--- config.mk ---
export PLATFORM = sky130hd
export DESIGN_NAME = iir_lp1
export DESIGN_NICKNAME = d
export VERILOG_FILES = /design/src/rtl/iir_pkg.sv /design/src/rtl/iir_mode_reg.sv /design/src/rtl/iir_acc_core.sv /design/src/rtl/iir_out_stage.sv /design/src/rtl/iir_lp1.sv
export SDC_FILE = /design/constraint.sdc
export NUM_CORES = 1
export LEC_CHECK = 0
export BUFFER_PORTS_ARGS = -buffer_cell sky130_fd_sc_hd__buf_2
export CORE_MARGIN = 2
export CORE_UTILIZATION = 42
export CTS_CLUSTER_DIAMETER = 40
export DETAILED_ROUTE_END_ITERATION = 6
export PLACE_DENSITY = 0.71
export SYNTH_ARGS = -nofsm -noshare
export SYNTH_HDL_FRONTEND = slang
export SYNTH_SLANG_ARGS = --single-unit
--- constraint.sdc ---
create_clock -name clk -period 5.2 [get_ports clk]
set_input_delay 0.52 -clock clk [delete_from_list [all_inputs] [get_ports clk]]
set_output_delay 0.52 -clock clk [all_outputs]
set_load 0.02 [all_outputs]
--- src/rtl/iir_pkg.sv ---
package iir_pkg;
  typedef struct packed {
    logic round_en;
    logic bias_hi;
  } iir_mode_t;
endpackage

--- src/rtl/iir_mode_reg.sv ---
module iir_mode_reg
  import iir_pkg::*;
(
  input  logic      clk,
  input  logic      rst,
  input  logic      busy_i,
  input  iir_mode_t mode_i,
  output iir_mode_t mode_o
);
  iir_mode_t mode_q;

  // Capture only while reset or between samples
  always_ff @(posedge clk) begin
    if (rst || !busy_i) mode_q <= mode_i;
  end

  assign mode_o = mode_q;

  // a sample cycle leaves the captured mode untouched
  a_r8_mode_hold: assert property (@(posedge clk) disable iff (rst)
    busy_i |=> $stable(mode_q));
endmodule

--- src/rtl/iir_acc_core.sv ---
module iir_acc_core #(
  parameter int DATA_W  = 16,
  parameter int FRAC_W  = 16,
  parameter int SHIFT   = 8,
  parameter int KEEP_W  = 24,
  parameter int BIAS_LO = 'h80,
  parameter int BIAS_HI = 'hFF
) (
  input  logic                     clk,
  input  logic                     rst,
  input  logic                     step_i,
  input  logic                     bias_hi_i,
  input  logic [DATA_W-1:0]        din_i,
  output logic [DATA_W+FRAC_W-1:0] acc_next_o,
  output logic [DATA_W+FRAC_W-1:0] acc_o
);
  localparam int ACC_W  = DATA_W + FRAC_W;
  localparam int TRIM_W = ACC_W - KEEP_W;
  localparam int IN_SH  = FRAC_W - SHIFT;
  localparam logic [ACC_W-1:0] KEEP_MASK = {{KEEP_W{1'b1}}, {TRIM_W{1'b0}}};

  logic [ACC_W-1:0] acc_q;
  logic [ACC_W:0]   fb_x, din_x, bias_x, sum_x;

  always_comb begin
    fb_x   = {1'b0, acc_q >> SHIFT};
    din_x  = {{(ACC_W+1-DATA_W){1'b0}}, din_i} << IN_SH;
    bias_x = bias_hi_i ? (ACC_W+1)'(BIAS_HI) : (ACC_W+1)'(BIAS_LO);
    sum_x  = {1'b0, acc_q} - fb_x + din_x + bias_x;
    acc_next_o = sum_x[ACC_W-1:0] & KEEP_MASK;
  end

  always_ff @(posedge clk) begin
    if (rst)         acc_q <= '0;
    else if (step_i) acc_q <= acc_next_o;
  end

  assign acc_o = acc_q;

  // state is clear right after reset
  a_r1_acc_clear: assert property (@(posedge clk) disable iff (rst)
    $past(rst) |-> acc_q == '0);
  // trimmed bits stay zero
  a_r11_trim_zero: assert property (@(posedge clk) disable iff (rst)
    acc_q[TRIM_W-1:0] == '0);
  // update never carries out of the accumulator
  a_r11_no_overflow: assert property (@(posedge clk) disable iff (rst)
    step_i |-> !sum_x[ACC_W]);
  // no sample, no state change
  a_r4_acc_hold: assert property (@(posedge clk) disable iff (rst)
    !step_i |=> $stable(acc_q));
endmodule

--- src/rtl/iir_out_stage.sv ---
module iir_out_stage #(
  parameter int DATA_W = 16,
  parameter int FRAC_W = 16
) (
  input  logic                     clk,
  input  logic                     rst,
  input  logic                     load_i,
  input  logic                     round_i,
  input  logic [DATA_W+FRAC_W-1:0] acc_i,
  output logic                     valid_o,
  output logic [DATA_W-1:0]        data_o
);
  localparam int ACC_W = DATA_W + FRAC_W;
  localparam logic [ACC_W:0] HALF = (ACC_W+1)'(1) << (FRAC_W - 1);

  logic [ACC_W:0]      rsum;
  logic [DATA_W-1:0]   trunc_v, round_v, sel_v;

  always_comb begin
    trunc_v = acc_i[ACC_W-1:FRAC_W];
    rsum    = {1'b0, acc_i} + HALF;
    round_v = rsum[ACC_W] ? {DATA_W{1'b1}} : rsum[ACC_W-1:FRAC_W];
    sel_v   = round_i ? round_v : trunc_v;
  end

  always_ff @(posedge clk) begin
    if (rst) begin
      valid_o <= 1'b0;
      data_o  <= '0;
    end else begin
      valid_o <= load_i;
      if (load_i) data_o <= sel_v;
    end
  end

  // rounding never lands below the truncated value (no wrap)
  a_r6_no_wrap: assert property (@(posedge clk) disable iff (rst)
    (load_i && round_i) |-> round_v >= trunc_v);
  // output held between samples
  a_r4_out_hold: assert property (@(posedge clk) disable iff (rst)
    !load_i |=> $stable(data_o));
endmodule

--- src/rtl/iir_lp1.sv ---
module iir_lp1
  import iir_pkg::*;
#(
  parameter int DATA_W  = 16,
  parameter int FRAC_W  = 16,
  parameter int SHIFT   = 8,
  parameter int KEEP_W  = 24,
  parameter int BIAS_LO = 'h80,
  parameter int BIAS_HI = 'hFF
) (
  input  logic              clk,
  input  logic              rst,
  input  logic [1:0]        mode,
  input  logic              in_valid,
  input  logic [DATA_W-1:0] in_data,
  output logic              out_valid,
  output logic [DATA_W-1:0] out_data
);
  localparam int ACC_W = DATA_W + FRAC_W;

  iir_mode_t        mode_cur;
  logic [ACC_W-1:0] acc_next, acc_cur;

  iir_mode_reg u_mode (
    .clk    (clk),
    .rst    (rst),
    .busy_i (in_valid),
    .mode_i (iir_mode_t'(mode)),
    .mode_o (mode_cur)
  );

  iir_acc_core #(
    .DATA_W(DATA_W), .FRAC_W(FRAC_W), .SHIFT(SHIFT), .KEEP_W(KEEP_W),
    .BIAS_LO(BIAS_LO), .BIAS_HI(BIAS_HI)
  ) u_acc (
    .clk        (clk),
    .rst        (rst),
    .step_i     (in_valid),
    .bias_hi_i  (mode_cur.bias_hi),
    .din_i      (in_data),
    .acc_next_o (acc_next),
    .acc_o      (acc_cur)
  );

  iir_out_stage #(.DATA_W(DATA_W), .FRAC_W(FRAC_W)) u_out (
    .clk     (clk),
    .rst     (rst),
    .load_i  (in_valid),
    .round_i (mode_cur.round_en),
    .acc_i   (acc_next),
    .valid_o (out_valid),
    .data_o  (out_data)
  );

  // one result per sample, one cycle later
  a_r3_valid_follows: assert property (@(posedge clk) disable iff (rst)
    in_valid |=> out_valid);
  a_r3_valid_quiet: assert property (@(posedge clk) disable iff (rst)
    !in_valid |=> !out_valid);
  // truncated result matches the stored state
  a_r5_trunc_match: assert property (@(posedge clk) disable iff (rst)
    (in_valid && !mode_cur.round_en) |=> out_data == acc_cur[ACC_W-1:FRAC_W]);
endmodule

==> summary.txt, run 1 <==
Timing
  • Fin crit share: 0.836
  • Post-Route Skew: around 0.0059 ns
  • Final Hold Fails: 0
  • RSZ-0062 raised after global routing: false
  • Max Transition Viols Final: 0
  • Final Setup Violations: 0
  • Sum Neg Setup Slack: 0 ns
  • Worst-margin pin slew: approximately 0.9 ns
  • Worst slew margin: 0.407
  • Final hold slack: a little under 0.4 ns
  • Max Freq: roughly 230 MHz
  • Final min period: about 4.3 ns

Route
  • Per-cell routed wire length: roughly 16 um
  • Via count: between 3000 and 4000
  • Drt pass-1 iters: 7
  • DRC Markers: 0
  • Post-DRT Antenna Nets: 0
  • Final WL: approximately 11000 um
  • Initial DRC count: ~220
  • Via/cell ratio: 5.52

Place
  • IO Port Bufs: 37
  • Placed Area: roughly 0.0046 sq mm
  • Post-Place Cells: a little under 700
  • Placer Congestion: between 0.9 and 1
  • DP HPWL: a little over 9000 um

Worst setup path
  • CP Capture Type: flip-flop
  • Largest fanout on the critical path: 13
  • WP data arrival: roughly 4.5 ns
  • Crit Path Category: flip-flop to flip-flop
  • CP Launch Type: flip-flop
  • Worst path required time: around 5.4 ns

Floorplanning
  • Initial core utilization: 0.431
  • Die Area: approximately 0.011 sq mm
  • Cell Rows: 37
  • Die Wd: between 100 and 150 um
  • Core area: about 0.010 sq mm
  • IO Count: 38
  • Die span in y: 106 um

Final layout
  • Layout cell share with drive strength beyond 1: 0.148
  • Non-filler cells, final: between 700 and 800
  • Diodes inserted: 0
  • Area grow syn2layout: 8.38%
  • Layout Cell Area excl Fill: roughly 0.0048 sq mm
  • Final nets: 640

CTS
  • Number of setup buffers added after CTS: 0
  • TritonCTS Buffers: 5
  • Worst-skew pair later-pin latency: 0.30 ns
  • Clk sinks: 43
  • CTS tree: built
  • H-tree lvl count: 2
  • Post-cts sizing count: 0
  • Root buffer cell: clkbuf_8
  • Hold-fix buffers at CTS: 0
  • Reg clk slew, reported paths: 0.08 ns
  • Clock buffer depth: 2

Synth
  • Post-synth net total: approximately 620
  • Post-Syn Area: ~0.0044 sq mm
  • Number of flops mapped to enable cells by yosys: 2
  • Seq/Total Area, Yosys: 0.200
  • Mapped Avg Cell Area: between 8 and 9 sq um
  • Post-synthesis async set-or-reset flop share: 0
  • Post-synthesis cell type count: 71
  • Top_reg_cell synth: dfxtp_1
  • Cells after Synth: 545
  • Synth Register Bits: 43
  • Yosys warns: 0

Global routing
  • Pin count of the biggest net entering global routing: 43
  • Initial antenna violation count: 0
  • First-pass GRT wire length: between 15000 and 20000 um
  • Congestion Overflow GR: 0
  • Vias in the first global route: ~3800
  • GRT Overall Usage: 0.205

Job
  • Max cap viols: 0

Worst hold path
  • HP Class: input port to flip-flop

Status
  • Status: completed
-- layout make-up --
class / count / area, sq um
clock buffer: 6 / 72.6
clock inverter: 2 / 60.1
fill: 1021 / 5460
inverter: 84 / 315
multi-input combinational: 395 / 3080
sequential: 43 / 881
tap: 136 / 170
timing repair buffer: 38 / 193
-- stage by stage --
step,utilization,setup WS [ns]
after floorplan,-,1.44
after global placement,0.454,0.718
after detailed placement,0.454,0.657
after CTS,0.467,0.848
after global routing,0.467,0.500
final,0.467,0.851
-- critical path, cell delays in order (launching register included) --
cell and delay [ns]:
dfxtp_1 0.51, inv_1 0.10, fa_1 0.51, inv_1 0.04, ha_1 0.41, a21oi_1 0.31
o21ai_1 0.17, nor3_1 0.34, o311ai_1 0.26, a221o_1 0.36, xnor2_1 0.17, nand2_1 0.16
nor4_4 0.06, a21oi_2 0.64, a211oi_1 0.15
-- metal layers --
layer,vias up,track usage,part of all wire
met2,102,0.351,0.49
met1,1857,0.270,0.44
met3,20,0.0264,0.043
li1,1907,-,-
met4,0,0.0631,0.022
met5,-,0,0
-- sequential cells by signal, indices dropped and copies added, names as in the netlist --
signal and cells:
u_acc.acc_o 24, u_mode.mode_o 2, u_out.data_o 16, u_out.valid_o 1
-- synth_stat cells, types with 8 or more instances --
cell / n / area (sq um)
inv_1: 84 / 315
nor2_1: 65 / 244
dfxtp_1: 41 / 821
nand2_1: 41 / 154
a21oi_1: 38 / 190
ha_1: 36 / 450
mux2i_1: 20 / 200
xnor2_1: 18 / 158
fa_1: 16 / 320
o21ai_0: 15 / 75.1
a211oi_2: 10 / 125
a21o_1: 10 / 75.1
nand3_1: 10 / 50.1
xor2_1: 10 / 87.6
buf_2: 8 / 40.0
clkbuf_1: 8 / 30.0
nor3_1: 8 / 40.0
-- cell usage in the layout, fill, tap and decap left out, types with 15 or more instances in the layout --
| cell type | n |
|---|---|
| a21oi_1 | 38 |
| buf_2 | 37 |
| dfxtp_1 | 41 |
| fa_1 | 16 |
| ha_1 | 36 |
| inv_1 | 84 |
| mux2i_1 | 20 |
| nand2_1 | 41 |
| nor2_1 | 65 |
| o21ai_0 | 15 |
| xnor2_1 | 18 |
-- cell families (layout without fill, tap and decap cells) --
family          count (synthesis)  after routing  share of synthesized area
fa+ha+maj                      52             52                      0.175
flops                          43             43                      0.200
mux                            21             21                     0.0480
simple gates                  164            164                      0.191
buf+inv                       107            130                      0.100
xor+xnor                       32             32                     0.0704
compound gates                126            126                      0.216
-- worst paths after layout --
kind | from | to | slack [ns] | cells past startpoint
setup / recovery | u_acc.acc_o[22] | u_out.data_o[1] | 0.85 | 14
hold / removal | mode[1] | u_mode.mode_o[1] | 0.39 | 1
setup reg to reg | u_acc.acc_o[22] | u_out.data_o[1] | 0.85 | 14
hold reg to reg | u_out.data_o[2] | u_out.data_o[2] | 0.50 | 2
Power of run 1 is left out: the tool's default activity adds up to more than one toggle a clock period on the data nets, which glitch-free logic cannot reach.
==> run 2, diff against run 1 <==
--- a/config.mk
+++ b/config.mk
@@ -5,12 +5,13 @@
 export SDC_FILE = /design/constraint.sdc
 export NUM_CORES = 1
 export LEC_CHECK = 0
+export ABC_AREA = 1
 export BUFFER_PORTS_ARGS = -buffer_cell sky130_fd_sc_hd__buf_2
 export CORE_MARGIN = 2
 export CORE_UTILIZATION = 42
 export CTS_CLUSTER_DIAMETER = 40
 export DETAILED_ROUTE_END_ITERATION = 6
-export PLACE_DENSITY = 0.71
+export PLACE_DENSITY = 0.7
 export SYNTH_ARGS = -nofsm -noshare
 export SYNTH_HDL_FRONTEND = slang
 export SYNTH_SLANG_ARGS = --single-unit
==> constraint.sdc (replaced) <==
create_clock -name clk -period 4.1 [get_ports clk]
set_input_delay 0.41 -clock clk [delete_from_list [all_inputs] [get_ports clk]]
set_output_delay 0.41 -clock clk [all_outputs]
set_load 0.02 [all_outputs]
==> summary.txt, run 2 <==
Floorplanning
  • Core area: between 0.01 and 0.015 sq mm
  • Die span in y: approximately 120 um
  • Initial core utilization: 0.435
  • Die Wd: 116 um
  • Die Area: between 0.01 and 0.015 sq mm
  • IO Count: 38
  • Cell Rows: 40

Synth
  • Dominant cell type by area after synthesis: nand2_1
  • Post-synth net total: between 1000 and 1500
  • Most frequent cells after synthesis: nand2_1 (296), inv_1 (240), nor2_1 (68)
  • Top_reg_cell synth: dfxtp_1
  • Post-Syn Area: 0.00527 sq mm
  • Top-area cell type share of the netlist area: 0.211
  • Mapped Avg Cell Area: between 5 and 6 sq um
  • Top-count cell post-synth: nand2_1
  • Seq/Total Area, Yosys: 0.167
  • Post-synthesis cell type count: 30
  • Cells after Synth: 936
  • Number of flops mapped to enable cells by yosys: 2
  • Synth area leaders: nand2_1 (21%), inv_1 (17%), dfxtp_1 (16%)
  • Synth Register Bits: 43
  • Yosys warns: 0
  • Post-synthesis async set-or-reset flop share: 0

Worst setup path
  • CP startpoint: u_acc.acc_o[19]
  • Crit-path slowest cell: dfxtp_1
  • CP dominant cell by count: nand2_1
  • Largest fanout on the critical path: 6
  • Crit-path max cell delay: 0.51 ns
  • Crit Path Category: flip-flop to flip-flop
  • CP Capture Type: flip-flop
  • WP data arrival: about 3.7 ns
  • Worst path required time: between 4 and 5 ns
  • Worst r2r src: u_acc.acc_o[19]
  • Bufs and invs on worst path: 3
  • CP Launch Type: flip-flop
  • Kind of cell adding the most delay to the critical path: simple AND/OR/NAND/NOR gates
  • Critical Path, Cell by Cell: inv_1, fa_1, inv_1, ha_1, nand2_1, nor2_2, inv_2, nor2_2, and2_1, nand2_1, nand2_1, nand2_1, nand2_2, nand2_1, nor2_2, nand3_1, nand2_1, nand2_1, nor2_1, nor2_1

Route
  • Via/cell ratio: 4.62
  • Final WL: ~14000 um
  • Drt pass-1 iters: 7
  • DRC Markers: 0
  • Via count: ~5300
  • Post-DRT Antenna Nets: 0
  • Initial DRC count: 401
  • Per-cell routed wire length: ~13 um

CTS
  • TritonCTS Buffers: 5
  • Post-cts sizing count: 0
  • Number of setup buffers added after CTS: 0
  • Root buffer cell: clkbuf_16
  • H-tree lvl count: 2
  • Clock buffer depth: 2
  • CTS tree: built
  • Hold-fix buffers at CTS: 0
  • Clk sinks: 43
  • Worst-skew pair later-pin latency: between 0.2 and 0.3 ns
  • Reg clk slew, reported paths: roughly 0.060 ns

Final layout
  • Diodes inserted: 0
  • Max reg flops: 24
  • Layout cell share with drive strength beyond 1: 0.107
  • Area grow syn2layout: 9.35%
  • Most common cell after layout, fill and taps aside: nand2_1
  • Final nets: about 1000
  • Commonest non-fill, non-tap cells in the layout: nand2_1 (296), inv_1 (240), nor2_1 (68), a21oi_1 (46), nand3_1 (42)

Worst hold path
  • Hold Crit Start: mode[0]
  • HP Class: input port to flip-flop

Timing
  • Sum Neg Setup Slack: 0 ns
  • Worst slew margin: 0.604
  • Final min period: 3.50 ns
  • Post-Route Skew: 0.00368 ns
  • Fin crit share: 0.853
  • Worst-margin pin slew: about 0.59 ns
  • Max Transition Viols Final: 0
  • RSZ-0062 raised after global routing: false
  • Final Setup Violations: 0
  • Final Hold Fails: 0
  • Max Freq: 286 MHz

Global routing
  • Vias in the first global route: about 4800
  • Pin count of the biggest net entering global routing: just under 50
  • GRT Overall Usage: 0.226
  • GR Util met1: 0.321
  • First-pass GRT wire length: ~23000 um
  • Initial antenna violation count: 0
  • Grt met2 use: 0.341
  • GR Layer Usage met3: 0.0377
  • Congestion Overflow GR: 0
  • GRT Max-Usage Layer: met2

Job
  • Max cap viols: 0

Place
  • Placer Congestion: approximately 1
  • DP HPWL: 12300 um
  • IO Port Bufs: 37

Status
  • Status: completed
-- run 2: final cells by class --
cell class | count | area (sq um)
fill | 1321 | 6350
multi-input combinational | 624 | 3380
inverter | 256 | 961
sequential | 43 | 881
tap | 168 | 210
timing repair buffer | 38 | 193
clock buffer | 6 | 129
clock inverter | 2 | 12.5
-- run 2: final timing paths --
check / slack [ns] / depth (start not counted) / to
worst min register to register: 0.51 / 2 / u_out.data_o[7]
worst max-delay path: 0.60 / 20 / u_out.data_o[11]
worst max register to register: 0.60 / 20 / u_out.data_o[11]
worst min-delay path: 0.29 / 1 / u_mode.mode_o[0]
-- run 2: layer usage --
layer / vias to the layer above / part of all wire
li1: 2827 / -
met1: 2255 / 0.49
met2: 142 / 0.41
met3: 31 / 0.060
met4: 0 / 0.037
met5: - / 0
-- run 2: kinds of logic after synthesis --
kind of cell | synth area share
flip-flops | 0.167
adder cells (fa/ha/maj) | 0.146
XOR/XNOR | 0.0216
AND/OR/NAND/NOR | 0.388
AO/OA/AOI/OAI | 0.0850
buffers and inverters | 0.192
-- run 2: metrics by stage --
step / utilization / instances / instance area [sq um] / worst slack [ns] / hold slack [ns]
after floorplan: - / 936 / 5270 / 1.09 / 0.509
after global placement: 0.464 / 1129 / 5620 / 0.569 / 0.490
after detailed placement: 0.464 / 1129 / 5620 / 0.573 / 0.493
after CTS: 0.476 / 1137 / 5760 / 0.617 / 0.290
after global routing: 0.476 / 1137 / 5760 / 0.285 / 0.294
final: 0.476 / 1137 / 5760 / 0.603 / 0.292
Power of run 2 is left out for the same reason.
==> run 3, diff against run 2 <==
==> constraint.sdc (replaced) <==
create_clock -name clk -period 3.5 [get_ports clk]
set_input_delay 0.35 -clock clk [delete_from_list [all_inputs] [get_ports clk]]
set_output_delay 0.35 -clock clk [all_outputs]
set_load 0.02 [all_outputs]
==> summary.txt, run 3 (synthesis gave the netlist of run 2 again) <==
Timing
  • Fin crit share: 0.954
  • Max Freq: between 200 and 300 MHz
  • Final Setup Violations: 0
  • Final Hold Fails: 0
  • Max Transition Viols Final: 0
  • RSZ-0062 raised after global routing: true
  • Post-Route Skew: 0.00625 ns
  • Final worst slack: about 0.16 ns
  • Final min period: 3.34 ns
  • Worst slew margin: 0.486
  • Worst-margin pin slew: a little under 0.8 ns
  • Final hold slack: roughly 0.24 ns

Final layout
  • Layout cell share with drive strength beyond 1: 0.150
  • Non-filler cells, final: 1148
  • Area grow syn2layout: 14.8%
  • Most common cell after layout, fill and taps aside: nand2_1
  • Final nets: 1052
  • Diodes inserted: 0
  • Max reg flops: 24
  • Commonest non-fill, non-tap cells in the layout: nand2_1 (287), inv_1 (238), nor2_1 (62), a21oi_1 (45), nand3_1 (42)

Global routing
  • First-pass GRT wire length: 23900 um
  • Vias in the first global route: a little under 5000
  • Pin count of the biggest net entering global routing: 30
  • Initial antenna violation count: 0
  • Congestion Overflow GR: 0
  • GRT Overall Usage: 0.226

Place
  • Placer Congestion: 0.991
  • Pre-CTS setup slack: roughly 0.069 ns
  • Post-Place Cells: between 1000 and 1500
  • DP HPWL: roughly 12000 um
  • IO Port Bufs: 37

Floorplanning
  • Die span in y: 116 um
  • IO Count: 38
  • Die Wd: roughly 120 um
  • Core area: between 0.01 and 0.015 sq mm
  • Die Area: between 0.01 and 0.015 sq mm
  • Cell Rows: 40
  • Initial core utilization: 0.435

Route
  • Post-DRT Antenna Nets: 0
  • Via count: roughly 5400
  • Final WL: between 10000 and 15000 um
  • Initial DRC count: 411
  • Drt pass-1 iters: 5
  • DRC Markers: 0
  • Per-cell routed wire length: approximately 13 um
  • Via/cell ratio: 4.71

CTS
  • H-tree lvl count: 2
  • Root buffer cell: clkbuf_16
  • Worst-skew pair later-pin latency: a little under 0.3 ns
  • Hold-fix buffers at CTS: 0
  • CTS tree: built
  • Clock buffer depth: 2
  • TritonCTS Buffers: 5
  • Clk sinks: 43
  • Reg clk slew, reported paths: roughly 0.060 ns

Worst hold path
  • HP Class: input port to flip-flop

Job
  • Max cap viols: 0

Worst setup path
  • CP Capture Type: flip-flop
  • Worst path required time: 3.68 ns
  • Crit Path Category: flip-flop to flip-flop
  • CP Launch Type: flip-flop
  • WP data arrival: between 3 and 4 ns
  • Largest fanout on the critical path: 6

Status
  • Status: completed
==> run 3: what timing repair did <==
| item | in CTS | in global routing |
|---|---|---|
| setup endpoints to repair | 0 | 16 |
| gates resized for setup | 0 | 40 |
| hold endpoints to repair | 0 | 0 |
| buffers inserted | 0 | 3 |
==> run 3: critical path: stages (launching register included) <==
cell and delay [ns]:
dfxtp_1 0.36, inv_1 0.13, fa_1 0.52, inv_1 0.04, ha_2 0.38, nand2_2 0.12
inv_2 0.08, nand2_2 0.06, nor2_4 0.13, nand4_1 0.13, nand4_1 0.14, nand2_1 0.17
inv_1 0.19, nand3_1 0.16, nor2_4 0.22, nand3_1 0.09, nand2_1 0.07, nand2_1 0.04
nor2_1 0.13, nor2_1 0.05
==> run 3: layer usage <==
metal / up-vias / global-route usage / share of wire
met5: - / 0 / 0
met4: 0 / 0.0595 / 0.021
met3: 22 / 0.0267 / 0.055
met2: 149 / 0.366 / 0.45
met1: 2384 / 0.320 / 0.48
li1: 2850 / - / -
==> run 3: area by class of cell <==
class | count | area [sq um]
multi-input cells | 624 | 3530
fillers | 1288 | 6060
flip-flops and latches | 43 | 883
well taps | 168 | 210
clock inverters | 2 | 60.1
repair buffers | 49 | 275
inverters | 256 | 961
clock buffers | 6 | 129
==> run 3: path summary, 6_finish.rpt <==
kind / cells after the start / endpoint / slack, ns / startpoint
max reg2reg: 19 / u_out.data_o[11] / 0.16 / u_acc.acc_o[17]
max: 19 / u_out.data_o[11] / 0.16 / u_acc.acc_o[17]
min reg2reg: 2 / u_out.data_o[7] / 0.51 / u_out.data_o[7]
min: 1 / u_mode.mode_o[0] / 0.24 / mode[0]
==> run 3: per-stage QoR <==
step	utilization	setup TNS (ns)	instance area [sq um]
final	0.500	0	6050
after global routing	0.500	-0.0760	6050
after CTS	0.485	0	5870
after detailed placement	0.469	0	5680
after global placement	0.469	0	5680
after floorplan	-	0	5270
Power of run 3 is left out for the same reason.
